<file path="src/rtl/rsq_pkg.sv">
package rsq_pkg;

  // One flag per reset cause, ordered as they are synchronized.
  typedef struct packed {
    logic ext;
    logic lowv;
  } rst_src_t;

  localparam int unsigned NUM_SRC = 2;

endpackage

</file>
<file path="src/rtl/rsq_sync.sv">
module rsq_sync #(
  parameter int unsigned WIDTH   = 2,
  parameter int unsigned STAGES  = 2,
  parameter logic [WIDTH-1:0] RST_VAL = '0
) (
  input  logic             clk,
  input  logic             rst,
  input  logic [WIDTH-1:0] d,
  output logic [WIDTH-1:0] q
);

  logic [WIDTH-1:0] pipe [STAGES];

  for (genvar g = 0; g < STAGES; g++) begin : g_stage
    if (g == 0) begin : g_first
      always_ff @(posedge clk) begin
        if (rst) pipe[g] <= RST_VAL;
        else     pipe[g] <= d;
      end
    end else begin : g_next
      always_ff @(posedge clk) begin
        if (rst) pipe[g] <= RST_VAL;
        else     pipe[g] <= pipe[g-1];
      end
    end
  end

  assign q = pipe[STAGES-1];

endmodule

</file>
<file path="src/rtl/rsq_lv_qual.sv">
module rsq_lv_qual #(
  parameter int unsigned QUAL_CYCLES = 4000,
  localparam int unsigned QW = $clog2(QUAL_CYCLES + 1)
) (
  input  logic          clk,
  input  logic          rst,
  input  logic          lv_s,
  output logic          lv_rst,
  output logic [QW-1:0] qual_cnt
);

  localparam logic [QW-1:0] Q_LAST = QW'(QUAL_CYCLES - 1);
  localparam logic [QW-1:0] Q_FULL = QW'(QUAL_CYCLES);

  always_ff @(posedge clk) begin
    if (rst) begin
      qual_cnt <= '0;
      lv_rst   <= 1'b0;
    end else if (!lv_s) begin
      qual_cnt <= '0;
      lv_rst   <= 1'b0;
    end else begin
      if (qual_cnt != Q_FULL) qual_cnt <= qual_cnt + QW'(1);
      if (qual_cnt == Q_LAST) lv_rst <= 1'b1;
    end
  end

endmodule

</file>
<file path="src/rtl/rsq_settle.sv">
module rsq_settle #(
  parameter int unsigned SETTLE_CYCLES = 1024,
  localparam int unsigned SW = $clog2(SETTLE_CYCLES + 1)
) (
  input  logic clk,
  input  logic rst,
  input  logic src,
  output logic chip_rst
);

  localparam logic [SW-1:0] S_LAST = SW'(SETTLE_CYCLES - 1);

  logic [SW-1:0] settle_cnt;

  always_ff @(posedge clk) begin
    if (rst || src) begin
      settle_cnt <= '0;
      chip_rst   <= 1'b1;
    end else if (chip_rst) begin
      if (settle_cnt == S_LAST) chip_rst   <= 1'b0;
      else                      settle_cnt <= settle_cnt + SW'(1);
    end
  end

endmodule

</file>
<file path="src/rtl/lowv_reset_seq.sv">
module lowv_reset_seq
  import rsq_pkg::*;
#(
  parameter int unsigned QUAL_CYCLES   = 4000,
  parameter int unsigned SETTLE_CYCLES = 1024,
  parameter int unsigned SYNC_STAGES   = 2
) (
  input  logic clk,
  input  logic rst,
  input  logic supply_low_i,
  input  logic ext_rst_n_i,
  output logic chip_rst_o
);

  localparam int unsigned QW = $clog2(QUAL_CYCLES + 1);

  logic [NUM_SRC-1:0] raw_req;
  logic [NUM_SRC-1:0] sync_req;
  rst_src_t           srcs;
  logic               lv_sync;
  logic               ext_sync;
  logic               lv_rst_q;
  logic [QW-1:0]      qual_cnt;
  logic               any_src;

  assign raw_req = {~ext_rst_n_i, supply_low_i};

  rsq_sync #(.WIDTH(NUM_SRC), .STAGES(SYNC_STAGES), .RST_VAL('0)) u_sync (
    .clk (clk),
    .rst (rst),
    .d   (raw_req),
    .q   (sync_req)
  );

  assign lv_sync  = sync_req[0];
  assign ext_sync = sync_req[1];

  rsq_lv_qual #(.QUAL_CYCLES(QUAL_CYCLES)) u_qual (
    .clk      (clk),
    .rst      (rst),
    .lv_s     (lv_sync),
    .lv_rst   (lv_rst_q),
    .qual_cnt (qual_cnt)
  );

  assign srcs.lowv = lv_rst_q;
  assign srcs.ext  = ext_sync;
  assign any_src   = |srcs;

  rsq_settle #(.SETTLE_CYCLES(SETTLE_CYCLES)) u_settle (
    .clk      (clk),
    .rst      (rst),
    .src      (any_src),
    .chip_rst (chip_rst_o)
  );

endmodule

</file>
<file path="config.mk">
export PLATFORM = sky130hd
export DESIGN_NAME = lowv_reset_seq
export DESIGN_NICKNAME = d
export VERILOG_FILES = /design/src/rtl/rsq_pkg.sv /design/src/rtl/rsq_sync.sv /design/src/rtl/rsq_lv_qual.sv /design/src/rtl/rsq_settle.sv /design/src/rtl/lowv_reset_seq.sv
export SDC_FILE = /design/constraint.sdc
export NUM_CORES = 1
export LEC_CHECK = 0
export CAP_MARGIN = 0
export CORE_MARGIN = 2
export CORE_UTILIZATION = 55
export CTS_CLUSTER_DIAMETER = 40
export DETAILED_ROUTE_END_ITERATION = 8
export HOLD_SLACK_MARGIN = 0.02
export PLACE_DENSITY_LB_ADDON = 0.3
export SETUP_SLACK_MARGIN = 0.1
export SYNTH_ARGS = -nofsm -noshare
export SYNTH_HDL_FRONTEND = slang
export SYNTH_SLANG_ARGS = --single-unit
export TNS_END_PERCENT = 20
</file>
<file path="constraint.sdc">
create_clock -name clk -period 1.44 [get_ports clk]
set_input_delay 0.144 -clock clk [delete_from_list [all_inputs] [get_ports clk]]
set_output_delay 0.144 -clock clk [all_outputs]
set_load 0.01 [all_outputs]
</file>
==> results, run 1 <==
- The total power is around 1.4 mW.
- The pre-CTS worst setup slack is -0.0158 ns.
- At the worst endpoint, the arrival time is 1.58 ns.
- Buffers inserted during clock tree synthesis total 5.
- The worst path needs 1.32 ns of the cycle, external delays included.
- The largest fanout on the critical path is 4.
- Yosys mapped the design onto 38 distinct sky130hd cell types.
- The area after detailed placement is 0.00145 mm^2.
- The cell type of the slowest stage on the worst timing path is dfxtp_1.
- Using the TritonRoute via totals, the vias-per-cell ratio works out to 5.74.
- The quantity of I/O buffers inserted on ports is 4.
- The share of synthesized area occupied by flip-flops and latches is 45.1%.
- The top cell type's share of synthesized area is a little under half.
- The starting DRC count in detailed routing is 25.
- On the final layout, the worst hold slack is 0.336 ns.
- The mean routed wirelength per cell is 13.6 um.
- Counting flops with an async set or reset pin after synthesis yields a share of 0%.
- After layout, the worst path uses just over 90% of the clock period.
- The number of hold violations in the final report is 0.
- Among the stages of the critical path, the cell type that occurs most often is buf_4.
- After the last flow step, the layout net total stands at around 170.
- The critical path start-end classification is reg -> reg.
- The delay of the slowest cell on the worst path is 0.40 ns.
- The latest clock arrival within the worst-skew pair is 0.33 ns.
- 0 antenna diodes ended up in the layout.
- Counting the fill cells in the layout gives 179.
- Setup slack closes at around 0.12 ns.
- Relative to the synthesized area, the layout overhead comes to 21.6%.
- The total of hold buffers inserted after clock tree synthesis is 0.
- The mean instance size in the synthesized netlist is 9.40 um^2.
- The effective utilization at floorplan is 58.2%.
- STA classifies the critical path startpoint as a flip-flop.
- The warning count from the yosys run is 0.
- In the post-synthesis netlist, the biggest area contributors are dfxtp_1 (45%), nor2_1 (4.7%), xnor2_1 (4.1%).
- Summed over all nets, the half-perimeter wirelength after detailed placement is 1810 um.
- CTS built an H-tree with a depth of 2.
- The number of failing setup endpoints in the final timing report is 0.
- The critical path goes through nand4_2 > buf_4 > o31ai_4 > buf_4 > nand3_1 > o21ai_0.
- The chip height is 52.4 um.
- Setup repair after global routing could not meet its margin everywhere.
- The initial antenna violation count is 0.
- TritonCTS built the clock tree.
- Cells with a size suffix above 1 make up 26.9% of the layout.
- In this run the core area contains 17 standard-cell rows.
- The net count after synthesis is 144.
- The tree is rooted in a clkbuf_4.
- The number of enable flip-flop cells after synthesis is 0.
- The core region is 0.00221 mm^2.
- The maximum clock rate is 756 MHz.
- The first global-routing pass estimated 4380 um of wire.
- The transition time at the pin with the least slew margin is 0.266 ns.
- Dividing total power by cell area gives a power density of 884 mW/mm^2.
- The routability congestion estimate is approximately 0.9.
- The global routing usage summed across all routing layers is 22.9%.
- The total via count in the routed design is 1,079.
- Summed over all cells, the static leakage comes to 0.552 nW.
- The tool flagged a number of max-cap violations equal to 0.
- Of all cell types, the one taking the most synthesized area is dfxtp_1.
- The category of the worst setup path capture point is a flip-flop.
- The worst min-delay path category is in -> reg.
- Wires add up to 2550 um.
- The floorplan step defined a die boundary enclosing around 0.0027 mm^2.
- The clock net sink count is 29.
- For the worst setup path, the data required time is 1.70 ns.
- The remaining antenna violation count is 0.
- The remaining max-slew budget at the tightest pin is 82.0%.
- The maximum vdd ir drop is 0.000664 V.
- The finished cells cover between 0.0015 and 0.002 mm^2.
- No sink is reached through more buffers than the 2 on the longest clock path.
- The cell count after synthesis is around 140.
- The overall die width is 52.4 um.
- The first detailed-routing pass ran for 4 iterations.
- Clock-pin slew was measured on the worst setup and hold paths at 0.09 ns.
- The number of ports placed on the die boundary is 5.
- The number of global-route vias before repair came to 1,012.
- In the final timing run, aggregate negative setup slack is 0 ns.
- Clock skew on the completed layout was measured at 0.00670 ns.
- Among all flip-flop cells after synthesis, the most frequent one is dfxtp_1.
- The number of synthesized register bits is 29.
- For this run, design rule violations remaining after detail routing come to 0.
- Summing every instance area after synthesis gives ~0.0013 mm^2.
- The remaining global-route overflow is 0.
- The pin count of the biggest net entering global routing is 14.
- The max-slew violation count is 0.
- The flow ran to the end, and the final reports show no timing, DRC or antenna violations.
==> Yosys cell counts (all sizes together), types with 2 or more instances <==
| library cell | n |
|---|---|
| dfxtp | 29 |
| nor2 | 16 |
| nand2 | 11 |
| nand4 | 6 |
| nor3 | 6 |
| xnor2 | 6 |
| a31oi | 5 |
| nand3 | 5 |
| nor2b | 5 |
| xor2 | 5 |
| a21oi | 4 |
| inv | 4 |
| o21ai | 4 |
| and3 | 3 |
| ha | 3 |
| or3 | 3 |
| nand2b | 2 |
| nand3b | 2 |
| nor4b | 2 |
| o31a | 2 |
| o31ai | 2 |
==> stage by stage <==
step	utilization, %	std cells
5_1_grt	70.8	188
4_1_cts	70.0	187
2_1_floorplan	-	137
6_report	70.8	188
3_5_place_dp	65.7	180
3_3_place_gp	65.7	180
==> cell usage in the layout (no fill, tap or decap), drive strengths merged, types with 5 or more instances in the layout <==
master / n
a31oi: 5
buf: 14
nand2: 11
xor2: 5
nand3: 5
clkbuf: 7
nand4: 6
nor2: 16
dfxtp: 29
xnor2: 6
nor2b: 5
nor3: 6
==> report_power, final <==
part | internal (mW) | switching [mW]
sequential | 0.813 | 0.0107
clock | 0.230 | 0.266
combinational | 0.0335 | 0.0293
total | 1.08 | 0.306
==> critical path: cells and delay by family (launching register included) <==
family | cells | cell delay [ns]
buf+inv | 2 | 0.33
simple gates | 2 | 0.21
compound gates | 2 | 0.31
flops | 1 | 0.40
==> repair_timing <==
action | 4_1_cts | 5_1_grt
buffers inserted | 0 | 1
pin swaps | 1 | 1
cloned | 0 | 0
endpoints found under the setup margin | 10 | 16
resized for setup | 15 | 3
==> area by class of cell <==
class	instances	area, um^2	share of cell area [%]
Inverter	4	15.0	0.959
Sequential cell	29	593	37.9
Multi-Input combinational cell	102	723	46.2
Tap cell	28	35.0	2.24
Timing Repair Buffer	18	144	9.19
Clock buffer	7	55.1	3.52
==> kinds of logic after synthesis <==
group	count (synthesis)	synth area share, %
compound gates	20	11.7
xor+xnor	11	7.48
fa+ha+maj	3	2.92
buf+inv	6	1.75
flops	29	45.1
mux	1	0.777
simple gates	67	30.3
==> per-layer routing <==
metal  share of wire, %  global-route usage [%]  vias up
met5                  0                       0        -
met4                2.2                    11.5        0
met3                4.8                    9.43        4
met2                 47                    35.8       17
met1                 46                    26.8      523
li1                   -                       -      535
==> final timing paths <==
check	startpoint	endpoint	slack, ns	cells past startpoint
hold reg to reg	u_settle.settle_cnt[10]$_SDFFE_PP0P_	u_settle.settle_cnt[10]$_SDFFE_PP0P_	0.45	2
setup reg to reg	u_settle.settle_cnt[5]$_SDFFE_PP0P_	u_settle.settle_cnt[1]$_SDFFE_PP0P_	0.12	6
hold / removal	ext_rst_n_i	u_sync.pipe[0][1]$_SDFF_PP0_	0.34	2
setup / recovery	u_settle.settle_cnt[5]$_SDFFE_PP0P_	u_settle.settle_cnt[1]$_SDFFE_PP0P_	0.12	6
==> state kept, by name (all words and copies together), names as in the netlist <==
name / flops
u_qual.lv_rst: 1
u_sync.pipe: 4
u_settle.settle_cnt: 11
u_qual.qual_cnt: 12
u_settle.chip_rst: 1
No activity file was read; power rests on OpenSTA's default activity.
==> run 2: changes to the inputs <==
- clock period: 1.44 -> 1.6 ns (I/O delays scaled with it)
==> results, run 2 (synthesized netlist as in run 1, its figures left out) <==
- The run finished with clean final reports.
- The critical path required time is 1.44 ns (-0.26 ns).
- The number of ports placed on the die boundary is 5 (unchanged).
- The global routing usage summed across all routing layers is 20.3% (-2.6 points).
- The fraction of power consumed by combinational cells is 3.4% (-1.1 points).
- The latest clock arrival within the worst-skew pair is 0.33 ns (about the same).
- The initial antenna violation count is 0 (unchanged).
- The floorplan core area came to 0.00221 mm^2 (unchanged).
- Setup repair after global routing could not meet its margin everywhere.
- The area after detailed placement is 0.00139 mm^2 (-4.7%).
- The switching share of power is 22.1% (-0.099 points).
- The startpoint identified for the worst hold timing path is ext_rst_n_i.
- In the final layout, the registers with the most flip-flops are u_qual.qual_cnt x12, u_settle.settle_cnt x11, u_sync.pipe x4.
- The final setup skew is 0.00930 ns (+0.00260 ns).
- The maximum clock insertion buffer count is 2 (unchanged).
- The final design instance area without fill is 0.00148 mm^2 (-5.3%).
- The number of rows created at floorplan is 17 (unchanged).
- The final net count came to 157 (-6.0%).
- The clock period minus worst slack is 1.45 ns.
- The number of fill cells in the layout is 187 (+4.5%).
- The number of failing setup endpoints in the final timing report was 0 (unchanged).
- The max-slew violation count is 0 (unchanged).
- The clock transition at the registers of the reported paths was 0.09 ns (about the same).
- The total clock buffers created by CTS came to 5 (unchanged).
- The remaining global-route overflow is 0 (unchanged).
- The wire length reported by the detailed router is 2270 um (-11%).
- The total area of multi-input combinational cells was 708 um^2 (-2.1%).
- The worst hold path terminates at u_sync.pipe[0][1]$_SDFF_PP0_.
- The data arrival time of the critical path is 1.29 ns (-0.29 ns).
- The category of the worst setup path capture point is a primary output.
- The share of the clock period used by the worst path is between 90% and 100%.
- The depth of the CTS H-tree is 2 (unchanged).
- The share of power burned in registers is 57.4% (-2.2 points).
- The area of the die is 0.00274 mm^2 (unchanged).
- The clock net sink count is 29 (unchanged).
- The capturing point of the worst reg2reg path is u_settle.settle_cnt[0]$_SDFFE_PP0P_.
- Counting flops per register, the top entry is u_qual.qual_cnt.
- The cell type group with the largest total delay on the critical path is buffers and inverters.
- The number of search-and-repair iterations in the first detailed-routing pass was 4 (unchanged).
- The starting DRC count in detailed routing came to 16 (-36%).
- The number of global-route vias before repair is 968 (-4.3%).
- The reported net switching power is 0.286 mW (-6.7%).
- The launch point of the critical path is u_settle.chip_rst$_SDFF_PP1_.
- The number of remaining DRC errors is 0 (unchanged).
- In the layout the commonest cells are dfxtp_1 (26), nor2_1 (16), nand2_1 (11).
- The routed via count divided by cell count is 5.54 (-3.5%).
- The final core utilization is 67.0% (-3.7 points).
- The quantity of I/O buffers inserted on ports is 4 (unchanged).
- The remaining max-slew budget at the tightest pin is 79.7% (-2.3 points).
- The number of flip-flops under the largest register name is 12 (unchanged).
- The max capacitance violation total came to 0 (unchanged).
- The worst hold path stage count was 2 (unchanged).
- The setup TNS came to 0 ns (unchanged).
- The effective utilization at floorplan is 58.2% (unchanged).
- The setup slack on the worst flop-to-flop path is 0.15 ns (+0.03 ns).
- The critical path launch point type is a flip-flop.
- Static timing analysis puts the maximum clock frequency at 691 MHz.
- The routability congestion estimate is 0.943 (+4.9%).
- The worst min-delay path category is in -> reg.
- The most common cell after layout, fill and taps aside is dfxtp_1.
- The transition time at the pin with the least slew margin came to 0.305 ns (+0.0389 ns).
- The library cell used as clock root buffer is clkbuf_4.
- The static leakage power is 0.495 nW (-10%).
- The buffer and inverter count on the worst path is 1 (-1).
- The HPWL after detailed placement was 1640 um (-9.4%).
- The design internal power is 1.01 mW (-6.2%).
- The mean routed wirelength per cell is 12.7 um (-6.9%).
- The overall die width was 52.4 um (unchanged).
- The layout-stage area growth over the synthesis result is 15.2%.
- The share of cells above drive strength 1 came to 17.9% (-9.0 points).
- The pin count of the biggest net entering global routing came to 14 (unchanged).
- The total of hold buffers inserted after clock tree synthesis is 0 (unchanged).
- The register area is 584 um^2 (-1.5%).
- Among all stages on the critical path, the largest delay is contributed by clkdlybuf4s50_1.
- The total via count in the routed design came to 991 (-8.2%).
- The delay of the slowest cell on the worst path is 0.55 ns (+0.15 ns).
- The part of the total power dissipated in the clock network was 39.2% (+3.3 points).
- The cell area power density came to 874 mW/mm^2 (-1.1%).
- The number of hold violations in the final report came to 0 (unchanged).
- Traced cell by cell, the critical path runs through clkdlybuf4s50_1.
- The startpoint identified for the worst register-to-register timing path is u_settle.settle_cnt[1]$_SDFFE_PP0P_.
- The remaining antenna violation count is 0 (unchanged).
- The final hold slack is 0.340 ns (+0.00441 ns).
- The TritonCTS clock tree is done.
- The chip height is 52.4 um (unchanged).
- The wire length of the first global-routing pass is 3970 um (-9.3%).
- The antenna diode count is 0 (unchanged).
- The largest fanout on the critical path is 5 (+1).
- The critical path start-end classification is reg -> out.
- The worst-case reg-to-reg path depth is 5 (-1).
- The number of setup buffers added after CTS is 0 (unchanged).
- The total power is 1.30 mW (-6.3%).
- The maximum vdd ir drop is 0.000592 V (-11%).
==> run 2: cell count changes in the layout (fill, tap and decap cells not counted), sizes merged <==
| cell | before | now |
|---|---|---|
| buf | 14 | 4 |
| clkdlybuf4s50 | 3 | 4 |
| clkinv | 0 | 1 |
| dlygate4sd2 | 1 | 0 |
==> run 2: worst max-delay path by stage <==
stage | to | cells past startpoint
finish | chip_rst_o | 1
CTS | u_settle.settle_cnt[8]$_SDFFE_PP0P_ | 5
floorplan | u_settle.settle_cnt[9]$_SDFFE_PP0P_ | 4
detailed placement | u_settle.settle_cnt[4]$_SDFFE_PP0P_ | 4
global placement | u_settle.settle_cnt[9]$_SDFFE_PP0P_ | 4
global route | u_settle.settle_cnt[0]$_SDFFE_PP0P_ | 4
==> run 2: metrics by stage <==
| stage | cells | setup slack (ns) |
|---|---|---|
| after global placement | 171 | 0.156 |
| after floorplan | 137 | 0.263 |
| after global routing | 179 | 0.0577 |
| final | 179 | 0.152 |
| after CTS | 179 | 0.121 |
| after detailed placement | 171 | 0.130 |
==> run 2: metal layers <==
metal | track usage [%] | vias up | wire length, um
met3 | 8.86 | 5 | 102
li1 | - | 516 | -
met4 | 10.7 | 0 | 33
met5 | 0 | - | 0
met1 | 26.0 | 453 | 1140
met2 | 28.5 | 17 | 989
==> run 2: power groups by stage <==
stage	Sequential [mW]	Combinational (mW)	Clock, mW
after detailed placement	0.759	0.0437	0
after CTS	0.742	0.0436	0.522
after floorplan	0.756	0.0238	0
after global routing	0.745	0.0490	0.555
after global placement	0.758	0.0414	0
final	0.743	0.0444	0.508
==> run 2: timing repair <==
action                                  in CTS  in global routing
resized for setup                            1                  6
endpoints found under the hold margin        0                  0
endpoints found under the setup margin       1                  7
==> run 2: worst register-to-register path, delay by kind of cell, from the launching register on <==
kind / cells / cell delay [ns]
flip-flops: 1 / 0.39
AO/OA/AOI/OAI: 1 / 0.33
adder cells (fa/ha/maj): 1 / 0.26
AND/OR/NAND/NOR: 2 / 0.19
XOR/XNOR: 1 / 0.17
==> run 2: area by class of cell <==
| type | instances | share of cell area (%) |
|---|---|---|
| multi-input combinational | 102 | 47.8 |
| sequential | 29 | 39.4 |
| timing repair buffer | 8 | 4.73 |
| clock buffer | 7 | 4.39 |
| tap | 28 | 2.36 |
| inverter | 4 | 1.01 |
| clock inverter | 1 | 0.338 |
